$ cat src/rtl/pcim_seq_pkg.sv
package pcim_seq_pkg;

  typedef enum logic [2:0] {
    SQ_IDLE  = 3'd0,
    SQ_REQ   = 3'd1,
    SQ_DRV   = 3'd2,
    SQ_ADDR  = 3'd3,
    SQ_START = 3'd4,
    SQ_WAIT  = 3'd5
  } seq_state_e;

  localparam int STAT_W       = 3;
  localparam int STAT_REQUEST = 0;
  localparam int STAT_GRANTED = 1;
  localparam int STAT_ADDRPH  = 2;

endpackage

$ cat src/rtl/pcim_rst_sync.sv
module pcim_rst_sync #(
  parameter int STAGES = 2
) (
  input  logic clk,
  input  logic rst_n,
  output logic rst_n_sync
);

  logic [STAGES-1:0] sync_q;

  always_ff @(posedge clk or negedge rst_n) begin
    if (!rst_n) begin
      sync_q <= '0;
    end else begin
      sync_q <= {sync_q[STAGES-2:0], 1'b1};
    end
  end

  assign rst_n_sync = sync_q[STAGES-1];

endmodule

$ cat src/rtl/pcim_grant_tracker.sv
module pcim_grant_tracker #(
  parameter int GNT_MIN = 2
) (
  input  logic clk,
  input  logic rst_ni,
  input  logic gnt_n,
  output logic grant_held
);

  localparam int CNTW = $clog2(GNT_MIN + 1);
  localparam logic [CNTW-1:0] CNT_MAX = CNTW'(GNT_MIN);

  logic [CNTW-1:0] cnt_q, cnt_d;
  logic            cnt_en;

  always_comb begin
    cnt_en = gnt_n || (cnt_q != CNT_MAX);
    if (gnt_n) begin
      cnt_d = '0;
    end else begin
      cnt_d = cnt_q + 1'b1;
    end
  end

  always_ff @(posedge clk or negedge rst_ni) begin
    if (!rst_ni) begin
      cnt_q <= '0;
    end else if (cnt_en) begin
      cnt_q <= cnt_d;
    end
  end

  assign grant_held = (cnt_q == CNT_MAX);

  // a released grant clears the hold indication on the next edge
  a_r8_clear_on_release: assert property (@(posedge clk) disable iff (!rst_ni)
    gnt_n |=> !grant_held);

  // once held, a continuing grant keeps the indication
  a_r8_hold_saturates: assert property (@(posedge clk) disable iff (!rst_ni)
    (grant_held && !gnt_n) |=> grant_held);

endmodule

$ cat src/rtl/pcim_seq_fsm.sv
module pcim_seq_fsm
  import pcim_seq_pkg::*;
(
  input  logic       clk,
  input  logic       rst_ni,
  input  logic       req32_n,
  input  logic       req64_n,
  input  logic       gnt_n,
  input  logic       frame_in_n,
  input  logic       irdy_in_n,
  input  logic       data_done,
  output logic       bus_req_n,
  output logic       drv_oe,
  output logic       frame_n,
  output logic       req64_out_n,
  output logic       addr_ack_n,
  output logic       start_pulse,
  output logic       addr_phase,
  output logic [1:0] stat_base,
  output logic       addr_cap_en,
  output logic       be_cap_en
);

  seq_state_e state_q, state_d;
  logic       wide_q, wide_en;
  logic       start_req, bus_idle, grant_ok;

  assign start_req = !req32_n || !req64_n;
  assign bus_idle  = frame_in_n && irdy_in_n;
  assign grant_ok  = !gnt_n && bus_idle;
  assign wide_en   = (state_q == SQ_IDLE) && start_req;

  always_comb begin
    state_d = state_q;
    unique case (state_q)
      SQ_IDLE:  if (start_req) state_d = SQ_REQ;
      SQ_REQ:   if (grant_ok)  state_d = SQ_DRV;
      SQ_DRV:   state_d = SQ_ADDR;
      SQ_ADDR:  state_d = SQ_START;
      SQ_START: state_d = SQ_WAIT;
      SQ_WAIT:  if (data_done) state_d = SQ_IDLE;
      default:  state_d = SQ_IDLE;
    endcase
  end

  always_ff @(posedge clk or negedge rst_ni) begin
    if (!rst_ni) begin
      state_q <= SQ_IDLE;
    end else begin
      state_q <= state_d;
    end
  end

  always_ff @(posedge clk or negedge rst_ni) begin
    if (!rst_ni) begin
      wide_q <= 1'b0;
    end else if (wide_en) begin
      wide_q <= !req64_n;
    end
  end

  always_comb begin
    bus_req_n   = 1'b1;
    drv_oe      = 1'b0;
    frame_n     = 1'b1;
    req64_out_n = 1'b1;
    addr_ack_n  = 1'b1;
    start_pulse = 1'b0;
    addr_phase  = 1'b0;
    stat_base   = 2'b00;
    addr_cap_en = 1'b0;
    be_cap_en   = 1'b0;
    unique case (state_q)
      SQ_REQ: begin
        bus_req_n = 1'b0;
        stat_base = 2'b01;
      end
      SQ_DRV: begin
        bus_req_n   = 1'b0;
        drv_oe      = 1'b1;
        addr_ack_n  = 1'b0;
        stat_base   = 2'b11;
        addr_cap_en = 1'b1;
      end
      SQ_ADDR: begin
        bus_req_n   = 1'b0;
        drv_oe      = 1'b1;
        frame_n     = 1'b0;
        req64_out_n = !wide_q;
        addr_phase  = 1'b1;
        stat_base   = 2'b11;
        be_cap_en   = 1'b1;
      end
      SQ_START: begin
        drv_oe      = 1'b1;
        start_pulse = 1'b1;
      end
      SQ_WAIT: begin
        drv_oe = 1'b1;
      end
      default: begin
        bus_req_n = 1'b1;
      end
    endcase
  end

  // a strobe in idle raises the request on the next edge
  a_r2_req_follows_strobe: assert property (@(posedge clk) disable iff (!rst_ni)
    (state_q == SQ_IDLE && start_req) |=> (!bus_req_n && stat_base == 2'b01));

  // no grant or busy bus keeps the block requesting with drivers off
  a_r3_hold_without_grant: assert property (@(posedge clk) disable iff (!rst_ni)
    (state_q == SQ_REQ && !grant_ok) |=> (!bus_req_n && !drv_oe));

  // the address acknowledge lasts one cycle
  a_r4_ack_single: assert property (@(posedge clk) disable iff (!rst_ni)
    !addr_ack_n |=> addr_ack_n);

  // the address phase follows the acknowledge with request still low
  a_r6_frame_after_ack: assert property (@(posedge clk) disable iff (!rst_ni)
    !addr_ack_n |=> (!frame_n && !bus_req_n));

  // the start pulse is a single cycle and follows the address phase
  a_r9_start_single: assert property (@(posedge clk) disable iff (!rst_ni)
    !frame_n |=> (start_pulse && bus_req_n) ##1 !start_pulse);

  // drivers stay on until completion is seen
  a_r10_wait_done: assert property (@(posedge clk) disable iff (!rst_ni)
    (state_q == SQ_WAIT && !data_done) |=> drv_oe);

endmodule

$ cat src/rtl/pcim_addr_capture.sv
module pcim_addr_capture #(
  parameter int AW = 32,
  parameter int CW = 4
) (
  input  logic          clk,
  input  logic          rst_ni,
  input  logic          addr_cap_en,
  input  logic          be_cap_en,
  input  logic          addr_phase,
  input  logic [AW-1:0] ad_i,
  input  logic [CW-1:0] cbe_i,
  output logic [AW-1:0] ad_o,
  output logic [CW-1:0] cbe_o
);

  logic [AW-1:0] addr_q;
  logic [CW-1:0] cmd_q;
  logic [CW-1:0] be_q;

  always_ff @(posedge clk or negedge rst_ni) begin
    if (!rst_ni) begin
      addr_q <= '0;
      cmd_q  <= '0;
    end else if (addr_cap_en) begin
      addr_q <= ad_i;
      cmd_q  <= cbe_i;
    end
  end

  always_ff @(posedge clk or negedge rst_ni) begin
    if (!rst_ni) begin
      be_q <= '0;
    end else if (be_cap_en) begin
      be_q <= cbe_i;
    end
  end

  assign ad_o  = addr_q;
  assign cbe_o = addr_phase ? cmd_q : be_q;

  // byte enables change only at their capture edge
  a_r7_be_hold: assert property (@(posedge clk) disable iff (!rst_ni)
    !be_cap_en |=> $stable(be_q));

  // the address changes only at its capture edge
  a_r5_addr_hold: assert property (@(posedge clk) disable iff (!rst_ni)
    !addr_cap_en |=> $stable(addr_q));

endmodule

$ cat src/rtl/pcim_addr_seq.sv
module pcim_addr_seq
  import pcim_seq_pkg::*;
#(
  parameter int AW      = 32,
  parameter int CW      = 4,
  parameter int GNT_MIN = 2,
  parameter int SYNC_N  = 2
) (
  input  logic              clk,
  input  logic              rst_n,
  input  logic              lcl_req32_n,
  input  logic              lcl_req64_n,
  input  logic [AW-1:0]     lcl_ad_i,
  input  logic [CW-1:0]     lcl_cbe_i,
  output logic              lcl_addr_ack_n,
  output logic [STAT_W-1:0] lcl_status,
  output logic              data_start,
  input  logic              data_done,
  input  logic              pci_gnt_n,
  input  logic              pci_frame_in_n,
  input  logic              pci_irdy_in_n,
  output logic              pci_req_n,
  output logic              pci_oe,
  output logic              pci_frame_n,
  output logic              pci_req64_n,
  output logic [AW-1:0]     pci_ad_o,
  output logic [CW-1:0]     pci_cbe_o
);

  logic       rst_ni;
  logic       grant_held;
  logic       addr_phase;
  logic [1:0] stat_base;
  logic       addr_cap_en;
  logic       be_cap_en;

  pcim_rst_sync #(.STAGES(SYNC_N)) u_rst_sync (
    .clk        (clk),
    .rst_n      (rst_n),
    .rst_n_sync (rst_ni)
  );

  pcim_grant_tracker #(.GNT_MIN(GNT_MIN)) u_grant (
    .clk        (clk),
    .rst_ni     (rst_ni),
    .gnt_n      (pci_gnt_n),
    .grant_held (grant_held)
  );

  pcim_seq_fsm u_fsm (
    .clk         (clk),
    .rst_ni      (rst_ni),
    .req32_n     (lcl_req32_n),
    .req64_n     (lcl_req64_n),
    .gnt_n       (pci_gnt_n),
    .frame_in_n  (pci_frame_in_n),
    .irdy_in_n   (pci_irdy_in_n),
    .data_done   (data_done),
    .bus_req_n   (pci_req_n),
    .drv_oe      (pci_oe),
    .frame_n     (pci_frame_n),
    .req64_out_n (pci_req64_n),
    .addr_ack_n  (lcl_addr_ack_n),
    .start_pulse (data_start),
    .addr_phase  (addr_phase),
    .stat_base   (stat_base),
    .addr_cap_en (addr_cap_en),
    .be_cap_en   (be_cap_en)
  );

  pcim_addr_capture #(.AW(AW), .CW(CW)) u_capture (
    .clk         (clk),
    .rst_ni      (rst_ni),
    .addr_cap_en (addr_cap_en),
    .be_cap_en   (be_cap_en),
    .addr_phase  (addr_phase),
    .ad_i        (lcl_ad_i),
    .cbe_i       (lcl_cbe_i),
    .ad_o        (pci_ad_o),
    .cbe_o       (pci_cbe_o)
  );

  assign lcl_status[STAT_REQUEST] = stat_base[0];
  assign lcl_status[STAT_GRANTED] = stat_base[1];
  assign lcl_status[STAT_ADDRPH]  = addr_phase && grant_held;

  // the address-phase bit needs the grant seen at the previous edge
  a_r8_status_needs_grant: assert property (@(posedge clk) disable iff (!rst_ni)
    lcl_status[STAT_ADDRPH] |-> ($past(!pci_gnt_n) && !pci_frame_n));

  // drivers are never on while only requesting
  a_r3_oe_after_grant: assert property (@(posedge clk) disable iff (!rst_ni)
    (lcl_status == 3'b001) |-> !pci_oe);

endmodule

$ cat config.mk
export PLATFORM = sky130hd
export DESIGN_NAME = pcim_addr_seq
export DESIGN_NICKNAME = d
export VERILOG_FILES = /design/src/rtl/pcim_seq_pkg.sv /design/src/rtl/pcim_rst_sync.sv /design/src/rtl/pcim_grant_tracker.sv /design/src/rtl/pcim_seq_fsm.sv /design/src/rtl/pcim_addr_capture.sv /design/src/rtl/pcim_addr_seq.sv
export SDC_FILE = /design/constraint.sdc
export NUM_CORES = 1
export LEC_CHECK = 0
export BUFFER_PORTS_ARGS = -buffer_cell sky130_fd_sc_hd__buf_4
export CAP_MARGIN = 10
export CORE_AREA = 4 4 68 70
export CTS_BUF_LIST = sky130_fd_sc_hd__clkbuf_8
export CTS_CLUSTER_SIZE = 28
export DETAILED_ROUTE_END_ITERATION = 16
export DIE_AREA = 0 0 72 74
export PLACE_DENSITY_LB_ADDON = 0.05
export SLEW_MARGIN = 20
export SYNTH_ARGS = -nofsm -noshare
export SYNTH_HDL_FRONTEND = slang
export SYNTH_SLANG_ARGS = --single-unit
$ cat constraint.sdc
create_clock -name clk -period 4.05 [get_ports clk]
set_input_delay 0.81 -clock clk [delete_from_list [all_inputs] [get_ports clk]]
set_output_delay 0.81 -clock clk [all_outputs]
set_load 0.02 [all_outputs]
==> results.json, run 1 <==
{
  "status": "finished, final reports clean",
  "final-max-slew-violation-count": 0,
  "routed-wl-met2_um": 2110,
  "die_h_um": 74,
  "io_buffers": 88,
  "cts_hold_buf": 0,
  "critPathBufInv": 2,
  "drc_errors": 0,
  "cp_cell_sequence": "nor2b_4, nor2b_4, inv_1, buf_4",
  "syn-num-nets": 188,
  "hold_viol": 0,
  "postCtsResizedCells": 0,
  "synth_top_area_cell": "dfrtp_1",
  "power.internal_uw": 1370,
  "wl_met1_um": 1880,
  "area_delta_synth_final_pct": 35.6,
  "pwr-share-seq_pct": 38.0,
  "htree_levels": 2,
  "arrival_ps": 1850,
  "syn_area_mm2": 0.00210,
  "wl_met3_um": 418,
  "cts_buffer_depth": 2,
  "p_leak_uw": 0.00147,
  "p_clk_share_pct": 16.2,
  "async_flop_share_pct": 100,
  "clk_pin_slew_ps": 90,
  "drtPass1Iterations": 4,
  "numCtsBuffers": 5,
  "path_class": "flip-flop to primary output",
  "grt_max_degree": 47,
  "post-route-min-period_ps": 2660,
  "crit_top_cell": "nor2b_4",
  "hpwl_um": 3340,
  "netlist_top_cells_count": "48 x dfrtp_1, 29 x mux2_4, 22 x nand2_1, 8 x mux2_2, 5 x inv_1",
  "end_kind": "primary output",
  "ys_types": 24,
  "antenna_left": 0,
  "cp-start-kind": "flip-flop",
  "grt_pass1_wl_um": 7200,
  "layout-drive-gt1-share_pct": 60.5,
  "io_pins": 89,
  "cp_slowest_cell": "nor2b_4",
  "hp-class": "primary input to async pin",
  "synth-edff-count": 0,
  "via_per_inst": 4.82,
  "max_freq_mhz": 376,
  "required_ps": 3240,
  "routedWlPerCell_um": 15.9,
  "ys_top_cells_by_area": "dfrtp_1 57%, mux2_4 21%, mux2_2 4.3%",
  "vias": 1365,
  "first_iter_violations": 58,
  "rsz0062_at_grt": "no",
  "tritoncts": "done",
  "ys_seq_elements": 48,
  "clock_skew_ps": 8.65,
  "rows": 23,
  "grt_overflow": 0,
  "p_switching_uw": 760,
  "synth_top_area_share_pct": 57.2,
  "finalSetupViolations": 0,
  "grt_pass1_vias": 1458,
  "r2r_setup_slack_ps": 1810,
  "antenna_found_initial": 0,
  "clk_latency_ps": 300,
  "seq_area_frac_synth_pct": 57.2,
  "max_stage_delay_ps": 550,
  "start_util_pct": 52.9,
  "ir_drop_mv": 0.438,
  "pwr-share-comb_pct": 45.8,
  "cts-root-buf": "clkbuf_8",
  "core_area_mm2": 0.00397,
  "tightest_slew_ps": 627,
  "syn_inst": 143,
  "power_switching_share_pct": 35.6,
  "worst-path-max-fanout": 17,
  "dominantRegCellSynth": "dfrtp_1",
  "diodes": 0,
  "yosysMostFrequentCell": "dfrtp_1",
  "cts.sinks": 48,
  "avgSynthCellArea_um2": 14.7,
  "die_area_mm2": 0.00533,
  "grt_usage_pct": 17.7,
  "die_w_um": 72,
  "yosysWarnings": 0,
  "finalCritPeriodShare_pct": 65.7,
  "top_layer": "met4",
  "cts_setup_buffers": 0,
  "max_slew_margin_pct": 58.1,
  "gp_congestion": 0.731,
  "layout.nets": 277,
  "max_cap_violations": 0,
  "fillCellCount": 282,
  "routed_wl_um": 4500,
  "crit_family": "simple AND/OR/NAND/NOR gates",
  "power_density_mw_per_mm2": 749,
  "fin_util_pct": 71.7,
  "fin_tns_setup_ps": 0
}
==> placed cells by master (no fill, tap or decap), types with 2 or more instances in the layout <==
cell type and instances:
nand2_1 22, mux2_2 8, inv_1 5, buf_4 89
o21ai_0 4, a21oi_1 2, clkinv_4 2, dfrtp_1 47
nor2b_4 2, xor2_1 2, mux2_4 29, nor2_1 4
clkbuf_8 5
==> per-stage QoR <==
step           total power [uW]  cell area [um^2]  setup WS [ps]  std cells  hold WS, ps
3_3_place_gp               1770              2730           1770        275          334
6_report                   2130              2850           1390        283          269
5_1_grt                    2260              2850           1230        283          245
3_5_place_dp               1810              2730           1650        275          347
2_1_floorplan              1410              2100           1940        143          331
4_1_cts                    2160              2850           1360        283          253
==> worst paths after layout <==
check,from,end,depth (start not counted)
min in group clk,u_rst_sync.sync_q[0],u_rst_sync.sync_q[1],0
max in group asynchronous,u_rst_sync.sync_q[1],u_capture.be_q[0],0
hold / removal,rst_n,u_rst_sync.sync_q[1],1
setup reg to reg,u_fsm.state_q[1],u_capture.ad_o[31],4
setup / recovery,u_fsm.state_q[1],lcl_addr_ack_n,4
hold reg to reg,u_rst_sync.sync_q[1],u_capture.ad_o[27],0
==> area by class of cell <==
class,count,area [um^2],share of cell area (%)
Tap cell,50,62.6,2.20
Timing Repair Buffer,89,668,23.5
Clock inverter,3,47.5,1.67
Clock buffer,5,68.8,2.42
Inverter,5,18.8,0.659
Sequential cell,48,1200,42.3
Multi-Input combinational cell,83,778,27.3
==> logic make-up after synthesis <==
family | after synthesis | synth area share (%)
mux | 37 | 25.0
xor+xnor | 2 | 0.834
fa+ha+maj | 1 | 0.595
other cells | 1 | 0.179
buf+inv | 12 | 5.78
flops | 48 | 57.2
simple gates | 33 | 7.74
compound gates | 9 | 2.68
==> state kept, by name (all words and copies together), names as in the netlist <==
| name | count |
|---|---|
| u_capture.ad_o | 32 |
| u_capture.be_q | 4 |
| u_capture.cmd_q | 4 |
| u_fsm.state_q | 3 |
| u_fsm.wide_q | 1 |
| u_grant.cnt_q | 2 |
| u_rst_sync.sync_q | 2 |
==> power groups by stage <==
stage,Clock (uW),Combinational (uW),Sequential (uW)
finish,345,977,812
CTS,361,991,813
global placement,0,961,806
global route,377,1050,839
floorplan,0,450,958
detailed placement,0,983,822
==> routing by layer <==
layer,vias up,GRT usage [%]
li1,650,-
met1,639,22.8
met2,65,27.8
met3,11,6.35
met4,0,6.89
met5,-,0
Power figures use the tool's default switching activity.
==> inputs of run 2 (changes only) <==
ABC_AREA = 1   (was default)
CORE_AREA = 4 4 73 75   (was 4 4 68 70)
DIE_AREA = 0 0 77 79   (was 0 0 72 74)
clock period = 2.3 ns   (was 4.05 ns; I/O delays follow)
==> run 2 against run 1 <==
Worst setup slack lost 1100 ps. Clock power increased by 48%. Critical path type unchanged. Via count is 23% higher. Core utilization down 13 points. Sequential share of layout area rose by 1.5 points. Hold slack got worse by 74 ps. Cell area is 3.6% lower. Synthesized cell count up 57%. Total power is 85% higher. Combinational power up 100%. Largest cell class unchanged. Sequential power is 82% higher.
==> results.json, run 2 <==
{
  "grt_max_degree": 43,
  "cts.sinks": 48,
  "synth_top_family_by_area": "simple AND/OR/NAND/NOR gates",
  "die_h_um": 79,
  "first_iter_violations": 56,
  "arrival_ps": 1570,
  "htree_levels": 2,
  "io_pins": 89,
  "gp_congestion": 0.791,
  "core_area_mm2": 0.00466,
  "end_kind": "primary output",
  "netlist_top_cells_count": "119 x nand2_1, 48 x dfrtp_1, 14 x inv_1, 12 x nor2_1, 8 x o21ai_1",
  "clock_skew_ps": 8.65,
  "hp-class": "flip-flop to async pin",
  "grt_pass1_vias": 1600,
  "cts-root-buf": "clkbuf_8",
  "yosysMostFrequentCell": "nand2_1",
  "grt_usage_pct": 15.1,
  "synth-simple-area-share_pct": 27.4,
  "die_area_mm2": 0.00608,
  "max_freq_mhz": 491,
  "rows": 25,
  "ys_seq_elements": 48,
  "seq_area_frac_synth_pct": 61.0,
  "finalCritPeriodShare_pct": 88.5,
  "status": "finished, final reports clean",
  "async_flop_share_pct": 100,
  "max_cap_violations": 0,
  "ys_types": 21,
  "worst-path-max-fanout": 13,
  "syn-num-nets": 270,
  "vias": 1680,
  "diodes": 0,
  "ys_top_cells_by_area": "dfrtp_1 61%, nand2_1 23%, inv_1 2.7%",
  "numCtsBuffers": 5,
  "dominantRegCellSynth": "dfrtp_1",
  "hold_viol": 0,
  "layout.nets": 360,
  "ir_drop_mv": 0.778,
  "drc_errors": 0,
  "grt_pass1_wl_um": 7340,
  "rsz0062_at_grt": "no",
  "synth_compound_area_share_pct": 4.13,
  "largest_reg_flops": 32,
  "grt_overflow": 0,
  "p_leak_uw": 0.00155,
  "synthMuxAreaShare_pct": 0,
  "routedWlPerCell_um": 12.1,
  "layout-drive-gt1-share_pct": 32.3,
  "power_density_mw_per_mm2": 1440,
  "via_per_inst": 4.54,
  "antenna_found_initial": 0,
  "post-route-min-period_ps": 2030,
  "synth_xor_area_share_pct": 0,
  "die_w_um": 77,
  "cp-start-kind": "flip-flop",
  "hpwl_um": 3320,
  "clk_pin_slew_ps": 90,
  "finalSetupViolations": 0,
  "synth_top_area_share_pct": 61.0,
  "tritoncts": "done",
  "required_ps": 1840,
  "synthAdderAreaFrac_pct": 0.635,
  "cts_buffer_depth": 2,
  "synth-edff-count": 0,
  "path_class": "flip-flop to primary output",
  "area_delta_synth_final_pct": 39.4,
  "drtPass1Iterations": 4,
  "yosysWarnings": 0,
  "io_buffers": 88,
  "syn_inst": 225,
  "start_util_pct": 42.3,
  "layout_commonest_cell": "nand2_1",
  "synth_top_area_cell": "dfrtp_1",
  "layout_common_cells": "119 x nand2_1, 90 x buf_4, 47 x dfrtp_1",
  "fin_tns_setup_ps": 0,
  "syn_area_mm2": 0.00197,
  "avgSynthCellArea_um2": 8.76,
  "routed_wl_um": 4480,
  "final-max-slew-violation-count": 0,
  "finalPower_uw": 3950,
  "clk_latency_ps": 300,
  "antenna_left": 0
}
==> run 2: cell types whose count changed in the layout (fill, tap and decap cells not counted), sizes merged, moves of 2 or more <==
cell	previous run	this run
clkinv	2	0
nand2	22	120
nand3	0	3
inv	5	16
nor2	4	13
mux2	37	0
nor2b	2	0
o21ai	4	11
xor2	2	0
==> run 2: cell type report <==
cell class / instances / area, um^2
timing repair buffer: 91 / 686
fill: 446 / 1910
clock inverter: 2 / 11.3
sequential: 48 / 1200
tap: 54 / 67.6
inverter: 15 / 58.8
multi-input combinational: 154 / 638
clock buffer: 6 / 82.6
==> run 2: cell families after synthesis <==
logic type	Yosys count
and+or+nand+nor	137
DFF	48
buffers and inverters	23
AOI/OAI and AO/OA	15
adders and majority gates	1
other	1
==> run 2: layer usage <==
metal,up-vias,wire length (um),GRT usage (%),part of all wire [%]
li1,858,-,-,-
met1,761,1780,17.8,40
met2,53,2250,26.0,50
met3,8,373,4.99,8.3
met4,0,67,5.34,1.5
met5,-,0,0,0
==> run 2: power breakdown <==
| group | internal, uW | total (uW) | switching (uW) |
|---|---|---|---|
| clock | 240 | 509 | 269 |
| combinational | 813 | 1960 | 1150 |
| sequential | 1240 | 1480 | 241 |
==> run 2: worst paths after layout <==
kind	from	end	slack (ps)	cells past startpoint
setup / recovery	u_fsm.state_q[2]	pci_cbe_o[3]	270	6
hold / removal	u_rst_sync.sync_q[1]	u_capture.ad_o[6]	200	0
setup reg to reg	u_fsm.state_q[0]	u_fsm.state_q[1]	760	6
hold reg to reg	u_rst_sync.sync_q[1]	u_capture.ad_o[6]	200	0
max in group asynchronous	u_rst_sync.sync_q[1]	u_fsm.state_q[2]	1390	1
min in group clk	pci_gnt_n	u_grant.cnt_q[1]	340	2
==> run 2: critical path: stages (launching register included) <==
cell     delay (ps)
dfrtp_1         440
inv_1           140
nand3_2         230
inv_1           220
nand2_1          70
nand2_1          60
buf_4           130
==> run 2: metrics by stage <==
stage	instance area (um^2)	utilization (%)	hold WS (ps)	setup WS (ps)	cells
6_report	2750	58.9	195	265	370
5_1_grt	2750	58.9	243	110	370
4_1_cts	2750	58.9	216	238	370
3_5_place_dp	2640	56.7	213	575	361
3_3_place_gp	2640	56.7	200	620	361
2_1_floorplan	1970	-	164	761	225
==> run 2: repair_timing <==
| item | in CTS | in global routing |
|---|---|---|
| endpoints found under the hold margin | 2 | 0 |
| gates resized for setup | 0 | 0 |
| buffers inserted | 0 | 0 |
| hold buffers | 1 | 0 |
